`config.mk`:
```
export PLATFORM = sky130hd
export DESIGN_NAME = pagemode_fetch_ctrl
export DESIGN_NICKNAME = d
export VERILOG_FILES = /design/src/rtl/pmf_pkg.sv /design/src/rtl/pmf_refresh_engine.sv /design/src/rtl/pmf_open_row.sv /design/src/rtl/pmf_sequencer.sv /design/src/rtl/pagemode_fetch_ctrl.sv
export SDC_FILE = /design/constraint.sdc
export NUM_CORES = 1
export LEC_CHECK = 0
export CORE_ASPECT_RATIO = 1.1
export CORE_MARGIN = 1.5
export CORE_UTILIZATION = 46
export CTS_CLUSTER_SIZE = 20
export DETAILED_ROUTE_END_ITERATION = 8
export GPL_ROUTABILITY_DRIVEN = 0
export PLACE_DENSITY = 0.81
export RECOVER_POWER = 100
export SETUP_SLACK_MARGIN = 0.1
export SLEW_MARGIN = 20
export SYNTH_ARGS = -nofsm -noshare
export SYNTH_HDL_FRONTEND = slang
export SYNTH_SLANG_ARGS = --single-unit
export TNS_END_PERCENT = 20
```
`constraint.sdc`:
```
create_clock -name clk -period 2.13 [get_ports clk]
set_input_delay 0.213 -clock clk [delete_from_list [all_inputs] [get_ports clk]]
set_output_delay 0.213 -clock clk [all_outputs]
set_load 0.005 [all_outputs]
```
`src/rtl/pmf_pkg.sv`:
```
package pmf_pkg;

   typedef enum logic [2:0] {
      ST_IDLE  = 3'd0,
      ST_PRE   = 3'd1,
      ST_ROW   = 3'd2,
      ST_COL   = 3'd3,
      ST_SADR  = 3'd4,
      ST_SWAIT = 3'd5,
      ST_REFR  = 3'd6
   } pmf_state_e;

endpackage

```
`src/rtl/pmf_refresh_engine.sv`:
```
module pmf_refresh_engine #(
   parameter int PERIOD_CYC = 7500,
   parameter int BURST_CYC  = 1000,
   parameter int ROW_BITS   = 8
) (
   input  logic                clk,
   input  logic                rst_n,
   input  logic                start_i,
   output logic                due_o,
   output logic                busy_o,
   output logic                last_o,
   output logic                ras_low_o,
   output logic [ROW_BITS-1:0] row_o
);

   localparam int TW = $clog2(PERIOD_CYC);
   localparam int BW = $clog2(BURST_CYC);

   logic [TW-1:0]       tcnt_q;
   logic [BW-1:0]       bcnt_q;
   logic                tick;
   logic                pend_q;
   logic                busy_q;
   logic [ROW_BITS-1:0] row_q;

   assign tick = (tcnt_q == TW'(PERIOD_CYC - 1));

   always_ff @(posedge clk or negedge rst_n) begin
      if (!rst_n) begin
         tcnt_q <= '0;
      end else if (tick) begin
         tcnt_q <= '0;
      end else begin
         tcnt_q <= tcnt_q + 1'b1;
      end
   end

   always_ff @(posedge clk or negedge rst_n) begin
      if (!rst_n) begin
         pend_q <= 1'b0;
      end else if (start_i) begin
         pend_q <= 1'b0;
      end else if (tick) begin
         pend_q <= 1'b1;
      end
   end

   assign due_o = pend_q | tick;

   always_ff @(posedge clk or negedge rst_n) begin
      if (!rst_n) begin
         busy_q <= 1'b0;
         bcnt_q <= '0;
      end else if (start_i) begin
         busy_q <= 1'b1;
         bcnt_q <= '0;
      end else if (busy_q) begin
         bcnt_q <= bcnt_q + 1'b1;
         if (last_o) begin
            busy_q <= 1'b0;
         end
      end
   end

   assign busy_o    = busy_q;
   assign last_o    = busy_q && (bcnt_q == BW'(BURST_CYC - 1));
   assign ras_low_o = busy_q && bcnt_q[0];

   always_ff @(posedge clk or negedge rst_n) begin
      if (!rst_n) begin
         row_q <= '0;
      end else if (busy_q && bcnt_q[0]) begin
         row_q <= row_q + 1'b1;
      end
   end

   assign row_o = row_q;

   assert_start_busy_R6 : assert property (@(posedge clk) disable iff (!rst_n)
      start_i |=> busy_o)
      else $error("burst did not begin after start");

   assert_burst_even_R6 : assert property (@(posedge clk) disable iff (!rst_n)
      $fell(busy_o) |-> $past(ras_low_o))
      else $error("burst ended inside a row pair");

endmodule

```
`src/rtl/pmf_open_row.sv`:
```
module pmf_open_row #(
   parameter int ROW_BITS = 8
) (
   input  logic                clk,
   input  logic                rst_n,
   input  logic                load_i,
   input  logic                kill_i,
   input  logic [ROW_BITS-1:0] row_i,
   output logic                valid_o,
   output logic                hit_o
);

   logic                valid_q;
   logic [ROW_BITS-1:0] row_q;

   always_ff @(posedge clk or negedge rst_n) begin
      if (!rst_n) begin
         valid_q <= 1'b0;
         row_q   <= '0;
      end else if (kill_i) begin
         valid_q <= 1'b0;
      end else if (load_i) begin
         valid_q <= 1'b1;
         row_q   <= row_i;
      end
   end

   assign valid_o = valid_q;
   assign hit_o   = valid_q && (row_q == row_i);

   assert_kill_clears_R4 : assert property (@(posedge clk) disable iff (!rst_n)
      kill_i |=> !valid_o)
      else $error("open row survived a refresh");

endmodule

```
`src/rtl/pmf_sequencer.sv`:
```
module pmf_sequencer
   import pmf_pkg::*;
#(
   parameter int SLOW_WAITS = 3
) (
   input  logic       clk,
   input  logic       rst_n,
   input  logic       req_i,
   input  logic       ext_i,
   input  logic       hit_i,
   input  logic       row_valid_i,
   input  logic       ref_due_i,
   input  logic       ref_last_i,
   output pmf_state_e state_o,
   output logic       ref_start_o,
   output logic       row_load_o,
   output logic       ready_o
);

   localparam int WCW = (SLOW_WAITS > 1) ? $clog2(SLOW_WAITS) : 1;

   pmf_state_e state_q;
   pmf_state_e state_d;
   logic       wait_done;

   generate
      if (SLOW_WAITS == 1) begin : g_single_wait
         assign wait_done = 1'b1;
      end else begin : g_wait_count
         logic [WCW-1:0] wcnt_q;
         always_ff @(posedge clk or negedge rst_n) begin
            if (!rst_n) begin
               wcnt_q <= '0;
            end else if (state_q != ST_SWAIT) begin
               wcnt_q <= '0;
            end else if (!wait_done) begin
               wcnt_q <= wcnt_q + 1'b1;
            end
         end
         assign wait_done = (wcnt_q == WCW'(SLOW_WAITS - 1));
      end
   endgenerate

   always_comb begin
      state_d     = state_q;
      ref_start_o = 1'b0;
      ready_o     = 1'b0;
      unique case (state_q)
         ST_IDLE: begin
            if (ref_due_i) begin
               state_d     = ST_REFR;
               ref_start_o = 1'b1;
            end else if (req_i) begin
               if (ext_i)            state_d = ST_SADR;
               else if (hit_i)       state_d = ST_COL;
               else if (row_valid_i) state_d = ST_PRE;
               else                  state_d = ST_ROW;
            end
         end
         ST_PRE:  state_d = ST_ROW;
         ST_ROW:  state_d = ST_COL;
         ST_COL: begin
            ready_o = 1'b1;
            if (ref_due_i) begin
               state_d     = ST_REFR;
               ref_start_o = 1'b1;
            end else begin
               state_d = ST_IDLE;
            end
         end
         ST_SADR: state_d = ST_SWAIT;
         ST_SWAIT: begin
            if (wait_done) begin
               ready_o = 1'b1;
               if (ref_due_i) begin
                  state_d     = ST_REFR;
                  ref_start_o = 1'b1;
               end else begin
                  state_d = ST_IDLE;
               end
            end
         end
         ST_REFR: begin
            if (ref_last_i) state_d = ST_IDLE;
         end
         default: state_d = ST_IDLE;
      endcase
   end

   always_ff @(posedge clk or negedge rst_n) begin
      if (!rst_n) begin
         state_q <= ST_IDLE;
      end else begin
         state_q <= state_d;
      end
   end

   assign state_o    = state_q;
   assign row_load_o = (state_q == ST_ROW);

   assert_hit_next_R2 : assert property (@(posedge clk) disable iff (!rst_n)
      (state_o == ST_IDLE && req_i && hit_i && !ext_i && !ref_due_i) |=> ready_o)
      else $error("page hit did not complete in one column cycle");

endmodule

```
`src/rtl/pagemode_fetch_ctrl.sv`:
```
module pagemode_fetch_ctrl
   import pmf_pkg::*;
#(
   parameter int CLK_MHZ       = 250,
   parameter int REF_PERIOD_NS = 30000,
   parameter int REF_BURST_NS  = 4000,
   parameter int ROW_BITS      = 8,
   parameter int PAGE_BITS     = 8,
   parameter int DATA_W        = 8,
   parameter int SLOW_WAITS    = 3,
   parameter int EXT_ROW_BASE  = 192
) (
   input  logic                          clk,
   input  logic                          rst_n,
   input  logic                          req_i,
   input  logic                          we_i,
   input  logic [ROW_BITS+PAGE_BITS-1:0] addr_i,
   input  logic [DATA_W-1:0]             wdata_i,
   output logic                          ready_o,
   output logic [DATA_W-1:0]             rdata_o,
   output logic                          stall_o,
   output logic                          ras_n_o,
   output logic                          cas_n_o,
   output logic                          dram_we_n_o,
   output logic [PAGE_BITS-1:0]          dram_addr_o,
   output logic [DATA_W-1:0]             dram_wdata_o,
   input  logic [DATA_W-1:0]             dram_rdata_i,
   output logic                          slot_cs_o,
   output logic                          slot_ale_o,
   output logic                          slot_we_o,
   output logic [ROW_BITS+PAGE_BITS-1:0] slot_addr_o,
   output logic [DATA_W-1:0]             slot_wdata_o,
   input  logic [DATA_W-1:0]             slot_rdata_i
);

   localparam int ADDR_W     = ROW_BITS + PAGE_BITS;
   localparam int PERIOD_CYC = CLK_MHZ * REF_PERIOD_NS / 1000;
   localparam int BURST_CYC  = ((CLK_MHZ * REF_BURST_NS / 1000) / 2) * 2;

   generate
      if (ROW_BITS != PAGE_BITS) begin : g_bad_split
         $error("row and column widths must match the shared address pins");
      end
      if (BURST_CYC < 2) begin : g_bad_burst
         $error("refresh burst shorter than one row");
      end
      if (PERIOD_CYC <= BURST_CYC + 8) begin : g_bad_period
         $error("refresh period must exceed the burst length");
      end
      if (SLOW_WAITS < 1) begin : g_bad_waits
         $error("slot path needs at least one wait cycle");
      end
      if (EXT_ROW_BASE < 1 || EXT_ROW_BASE >= (1 << ROW_BITS)) begin : g_bad_base
         $error("slot base must leave both regions non-empty");
      end
   endgenerate

   logic [ROW_BITS-1:0]  req_row;
   logic [PAGE_BITS-1:0] req_col;
   logic                 is_ext;
   pmf_state_e           state;
   logic                 ref_start, ref_due, ref_busy, ref_last, ref_ras_low;
   logic [ROW_BITS-1:0]  ref_row;
   logic                 row_valid, row_hit, row_load;
   logic                 seq_ready;

   assign req_row = addr_i[ADDR_W-1 -: ROW_BITS];
   assign req_col = addr_i[PAGE_BITS-1:0];
   assign is_ext  = (req_row >= ROW_BITS'(EXT_ROW_BASE));

   pmf_refresh_engine #(
      .PERIOD_CYC (PERIOD_CYC),
      .BURST_CYC  (BURST_CYC),
      .ROW_BITS   (ROW_BITS)
   ) refresh_u (
      .clk       (clk),
      .rst_n     (rst_n),
      .start_i   (ref_start),
      .due_o     (ref_due),
      .busy_o    (ref_busy),
      .last_o    (ref_last),
      .ras_low_o (ref_ras_low),
      .row_o     (ref_row)
   );

   pmf_open_row #(
      .ROW_BITS (ROW_BITS)
   ) open_row_u (
      .clk     (clk),
      .rst_n   (rst_n),
      .load_i  (row_load),
      .kill_i  (ref_start),
      .row_i   (req_row),
      .valid_o (row_valid),
      .hit_o   (row_hit)
   );

   pmf_sequencer #(
      .SLOW_WAITS (SLOW_WAITS)
   ) seq_u (
      .clk         (clk),
      .rst_n       (rst_n),
      .req_i       (req_i),
      .ext_i       (is_ext),
      .hit_i       (row_hit),
      .row_valid_i (row_valid),
      .ref_due_i   (ref_due),
      .ref_last_i  (ref_last),
      .state_o     (state),
      .ref_start_o (ref_start),
      .row_load_o  (row_load),
      .ready_o     (seq_ready)
   );

   always_comb begin
      unique case (state)
         ST_REFR:        ras_n_o = ~ref_ras_low;
         ST_PRE:         ras_n_o = 1'b1;
         ST_ROW, ST_COL: ras_n_o = 1'b0;
         default:        ras_n_o = ~row_valid;
      endcase
   end

   always_comb begin
      unique case (state)
         ST_ROW:  dram_addr_o = req_row;
         ST_COL:  dram_addr_o = req_col;
         ST_REFR: dram_addr_o = ref_row;
         default: dram_addr_o = '0;
      endcase
   end

   always_comb begin
      unique case (state)
         ST_COL:   rdata_o = dram_rdata_i;
         ST_SWAIT: rdata_o = slot_rdata_i;
         default:  rdata_o = '0;
      endcase
   end

   assign cas_n_o      = (state != ST_COL);
   assign dram_we_n_o  = !((state == ST_COL) && we_i);
   assign dram_wdata_o = wdata_i;
   assign ready_o      = seq_ready;
   assign stall_o      = ref_busy;

   assign slot_cs_o    = (state == ST_SADR) || (state == ST_SWAIT);
   assign slot_ale_o   = (state == ST_SADR);
   assign slot_we_o    = slot_cs_o && we_i;
   assign slot_addr_o  = addr_i;
   assign slot_wdata_o = wdata_i;

   assert_cas_under_ras_R1 : assert property (@(posedge clk) disable iff (!rst_n)
      !cas_n_o |-> !ras_n_o)
      else $error("column strobe without open row");

   assert_no_ready_in_stall_R8 : assert property (@(posedge clk) disable iff (!rst_n)
      stall_o |-> !ready_o)
      else $error("access completed during refresh");

   assert_stall_after_done_R9 : assert property (@(posedge clk) disable iff (!rst_n)
      $rose(stall_o) |-> ($past(ready_o) || $past(state == ST_IDLE)))
      else $error("refresh cut into an access");

   assert_row_dead_after_burst_R4 : assert property (@(posedge clk) disable iff (!rst_n)
      $fell(stall_o) |-> !row_valid)
      else $error("open row still valid after refresh");

   assert_slot_no_cas_R10 : assert property (@(posedge clk) disable iff (!rst_n)
      slot_cs_o |-> cas_n_o)
      else $error("column strobe during slot cycle");

endmodule

```
==> results.py <==
metrics = {
    "detailed_routing": {
        "drtAntennaViolNets": 0,
        "drtIter0Drc": 119,
        "wirelength_mm": 6.228,
        "firstDrtPassIters": 4,
        "vias_per_cell": 5.151,
        "drc": 0,
        "route.vias.total": 2318,
        "wl_per_cell_um": 13.84,
    },
    "timing": {
        "hold_ws_ps": 426.0,
        "clock-skew-final_ps": 3.315,
        "rsz0062_at_grt": "true",
        "finalCriticalPeriod_ps": 2093,
        "hold_viol": 0,
        "relSlewSlack_pct": 23.89,
        "finalSetupTns_ps": 0,
        "tightest_slew_ps": 1142,
        "slew_violations": 0,
        "setup_slack_ps": 37.32,
        "fmax_mhz": 477.9,
        "finalSetupViolations": 0,
        "min_period_over_period_pct": 98.25,
    },
    "layout": {
        "n_antenna_cell": 0,
        "final_cell_mix": "clkdlybuf4s50_1 (53), dfrtp_1 (46), nor2_1 (31)",
        "final_util_pct": 60.22,
        "syn_to_final_growth_pct": 26.80,
        "nets": 419,
        "final_layout_size_suffix_gt1_share_pct": 12.43,
        "final_common_cell": "clkdlybuf4s50_1",
    },
    "clock_tree": {
        "clk_pin_slew_ps": 80,
        "htreeDepth": 2,
        "clockBufferDepth": 2,
        "clkSinkCount": 47,
        "clock_latency_ps": 290,
        "tritoncts": "built",
        "cts_made_buffers": 5,
        "cts_root_buffer": "clkbuf_8",
    },
    "worst_hold_path": {
        "hp-class": "primary input to primary output",
        "min_path_cells": 0,
    },
    "grt": {
        "grt_max_degree": 48,
        "grt_antenna_before_repair": 0,
        "grt_pass1_vias": 2267,
        "grt.total_usage_pct": 18.63,
        "grt_pass1_wl_mm": 10.11,
        "grt_overflow": 0,
    },
    "pwr": {
        "pwr-share-seq_pct": 35.3,
        "sw_frac_of_total_pct": 32.79,
        "p_int_mw": 2.081,
        "ir_drop_uv": 497.1,
        "power_switching_mw": 1.015,
        "power.density_nw_per_um2": 830.0,
        "clkPwrFrac_pct": 15.8,
        "p_comb_share_pct": 49.0,
        "leakage_nw": 1.616,
    },
    "synth": {
        "synthesis.area_um2": 2942,
        "synth_top_family_by_area": "simple AND/OR/NAND/NOR gates",
        "synth_area_per_cell_um2": 9.338,
        "synth_seq_area_share_pct": 39.98,
        "yosysWarnings": 0,
        "synthFlopType": "dfrtp_1",
        "synth-xor-area-share_pct": 10.72,
        "synth.net_count": 363,
        "synth.area.mux_share_pct": 6.465,
        "synthArstFlopShare_pct": 100.0,
        "synth-edff-count": 0,
        "syn_inst": 315,
        "synth_cell_type_count": 37,
        "synthAdderAreaFrac_pct": 1.701,
        "synth_compound_area_share_pct": 8.550,
        "synth_simple_gate_area_share_pct": 21.27,
        "ys_seq_elements": 47,
    },
    "place": {
        "port_buffers": 75,
        "dp_worst_setup_slack_ps": 179.7,
        "dp_hpwl_mm": 4.683,
    },
    "die": {
        "die_h_um": 86.87,
        "die_w_um": 79.25,
        "die_area_um2": 6884,
        "row_count": 30,
        "ios": 100,
        "core_um2": 6193,
        "start_util_pct": 47.49,
    },
    "critical_path": {
        "end_kind": "primary output",
        "cp-startpoint": "seq_u.state_o[0]",
        "r2r.worst_path.cells": 6,
        "ff2ff_setup_slack_ps": 100,
        "r2r-end": "seq_u.state_o[2]",
        "cp_max_fo": 8,
        "cp.arrival_ps": 1880,
        "startpoint_type": "flop",
        "reg2reg_from": "refresh_u.tcnt_q[0]",
        "worstPathRequired_ps": 1920,
        "path_class": "flop to primary output",
        "crit_path_end": "dram_addr_o[3]",
    },
    "job": {
        "maxCapViolations": 0,
    },
    "status": {
        "run_status": "finished clean",
    },
}
[synthesized netlist by cell type (all sizes together) (3+ instances only)]
library cell	n	area share, %
nor2b	14	3.0
xnor2	25	7.4
clkbuf	4	0.51
a22oi	8	2.0
inv	4	0.51
mux2	8	3.1
nand2	29	3.7
dfrtp	47	40
o21ai	11	1.9
nor2	32	4.1
xor2	11	3.3
nand3	11	1.9
mux2i	10	3.4
a21oi	7	1.2
and2	10	2.1
buf	43	10
ha	4	1.7
and3	10	2.2
nand2b	3	0.64
nand4	6	1.3
[layout make-up]
type                       count  area [um^2]
clock buffer                   6        72.57
fill                         538         2464
inverter                       4        17.52
multi-input combinational    217         1460
sequential                    47         1177
tap                           80        100.1
timing repair buffer          96        902.1
[sequential cells by signal, summed over array words and instances, names as in the netlist]
signal                     cells
open_row_u.row_q               8
open_row_u.valid_o             1
refresh_u.bcnt_q              10
refresh_u.busy_o               1
refresh_u.pend_q               1
refresh_u.row_o                8
refresh_u.tcnt_q              13
seq_u.g_wait_count.wcnt_q      2
seq_u.state_o                  3
[stage by stage]
stage                     cell area, um^2  power (mW)  instances
final                                3730       3.096        450
after global routing                 3730       3.303        450
after CTS                            3769       3.140        450
after detailed placement             3595       2.485        438
after global placement               3595       2.457        438
after floorplan                      2942       1.944        315
[what timing repair did]
item                                    4_1_cts  5_1_grt
gates resized for setup                      21        5
cloned                                        1        0
endpoints found under the hold margin        47        0
setup buffers                                 4        0
endpoints found under the setup margin       19       29
pin swaps                                     1        1
hold buffers                                  1        0
[metal layers]
layer / track usage, % / wire, um / up-vias
li1: - / - / 1140
met1: 20.48 / 2442 / 1097
met2: 35.20 / 3330 / 68
met3: 5.026 / 363 / 13
met4: 4.785 / 91 / 0
met5: 0 / 0 / -
[critical path, stage by stage (launching register included)]
cell and delay (ps):
dfrtp_1 420, buf_8 180, mux2i_2 290, o21ai_0 110
and2_1 150, clkdlybuf4s50_1 430
[how the worst min path moves through the flow]
stage,endpoint,slack (ps),start
after floorplan,open_row_u.row_q[0],-80,rst_n
after global placement,refresh_u.tcnt_q[5],210,rst_n
after detailed placement,refresh_u.tcnt_q[5],210,rst_n
after CTS,refresh_u.tcnt_q[4],430,rst_n
after global routing,dram_wdata_o[6],430,wdata_i[6]
final,dram_wdata_o[1],430,wdata_i[1]
[logic make-up after synthesis]
logic type	after synthesis
adders and majority gates	4
and+or+nand+nor	122
xor gates and xnor gates	36
AOI/OAI and AO/OA	37
buffers and inverters	51
DFF	47
muxes	18
[power by group through the flow]
stage | registers (mW) | logic, mW | clock network [mW]
global route | 1.11 | 1.66 | 0.537
floorplan | 1.07 | 0.871 | 0
detailed placement | 1.10 | 1.38 | 0
finish | 1.09 | 1.52 | 0.489
global placement | 1.09 | 1.36 | 0
CTS | 1.09 | 1.54 | 0.504
No activity file was read; power rests on OpenSTA's default activity.
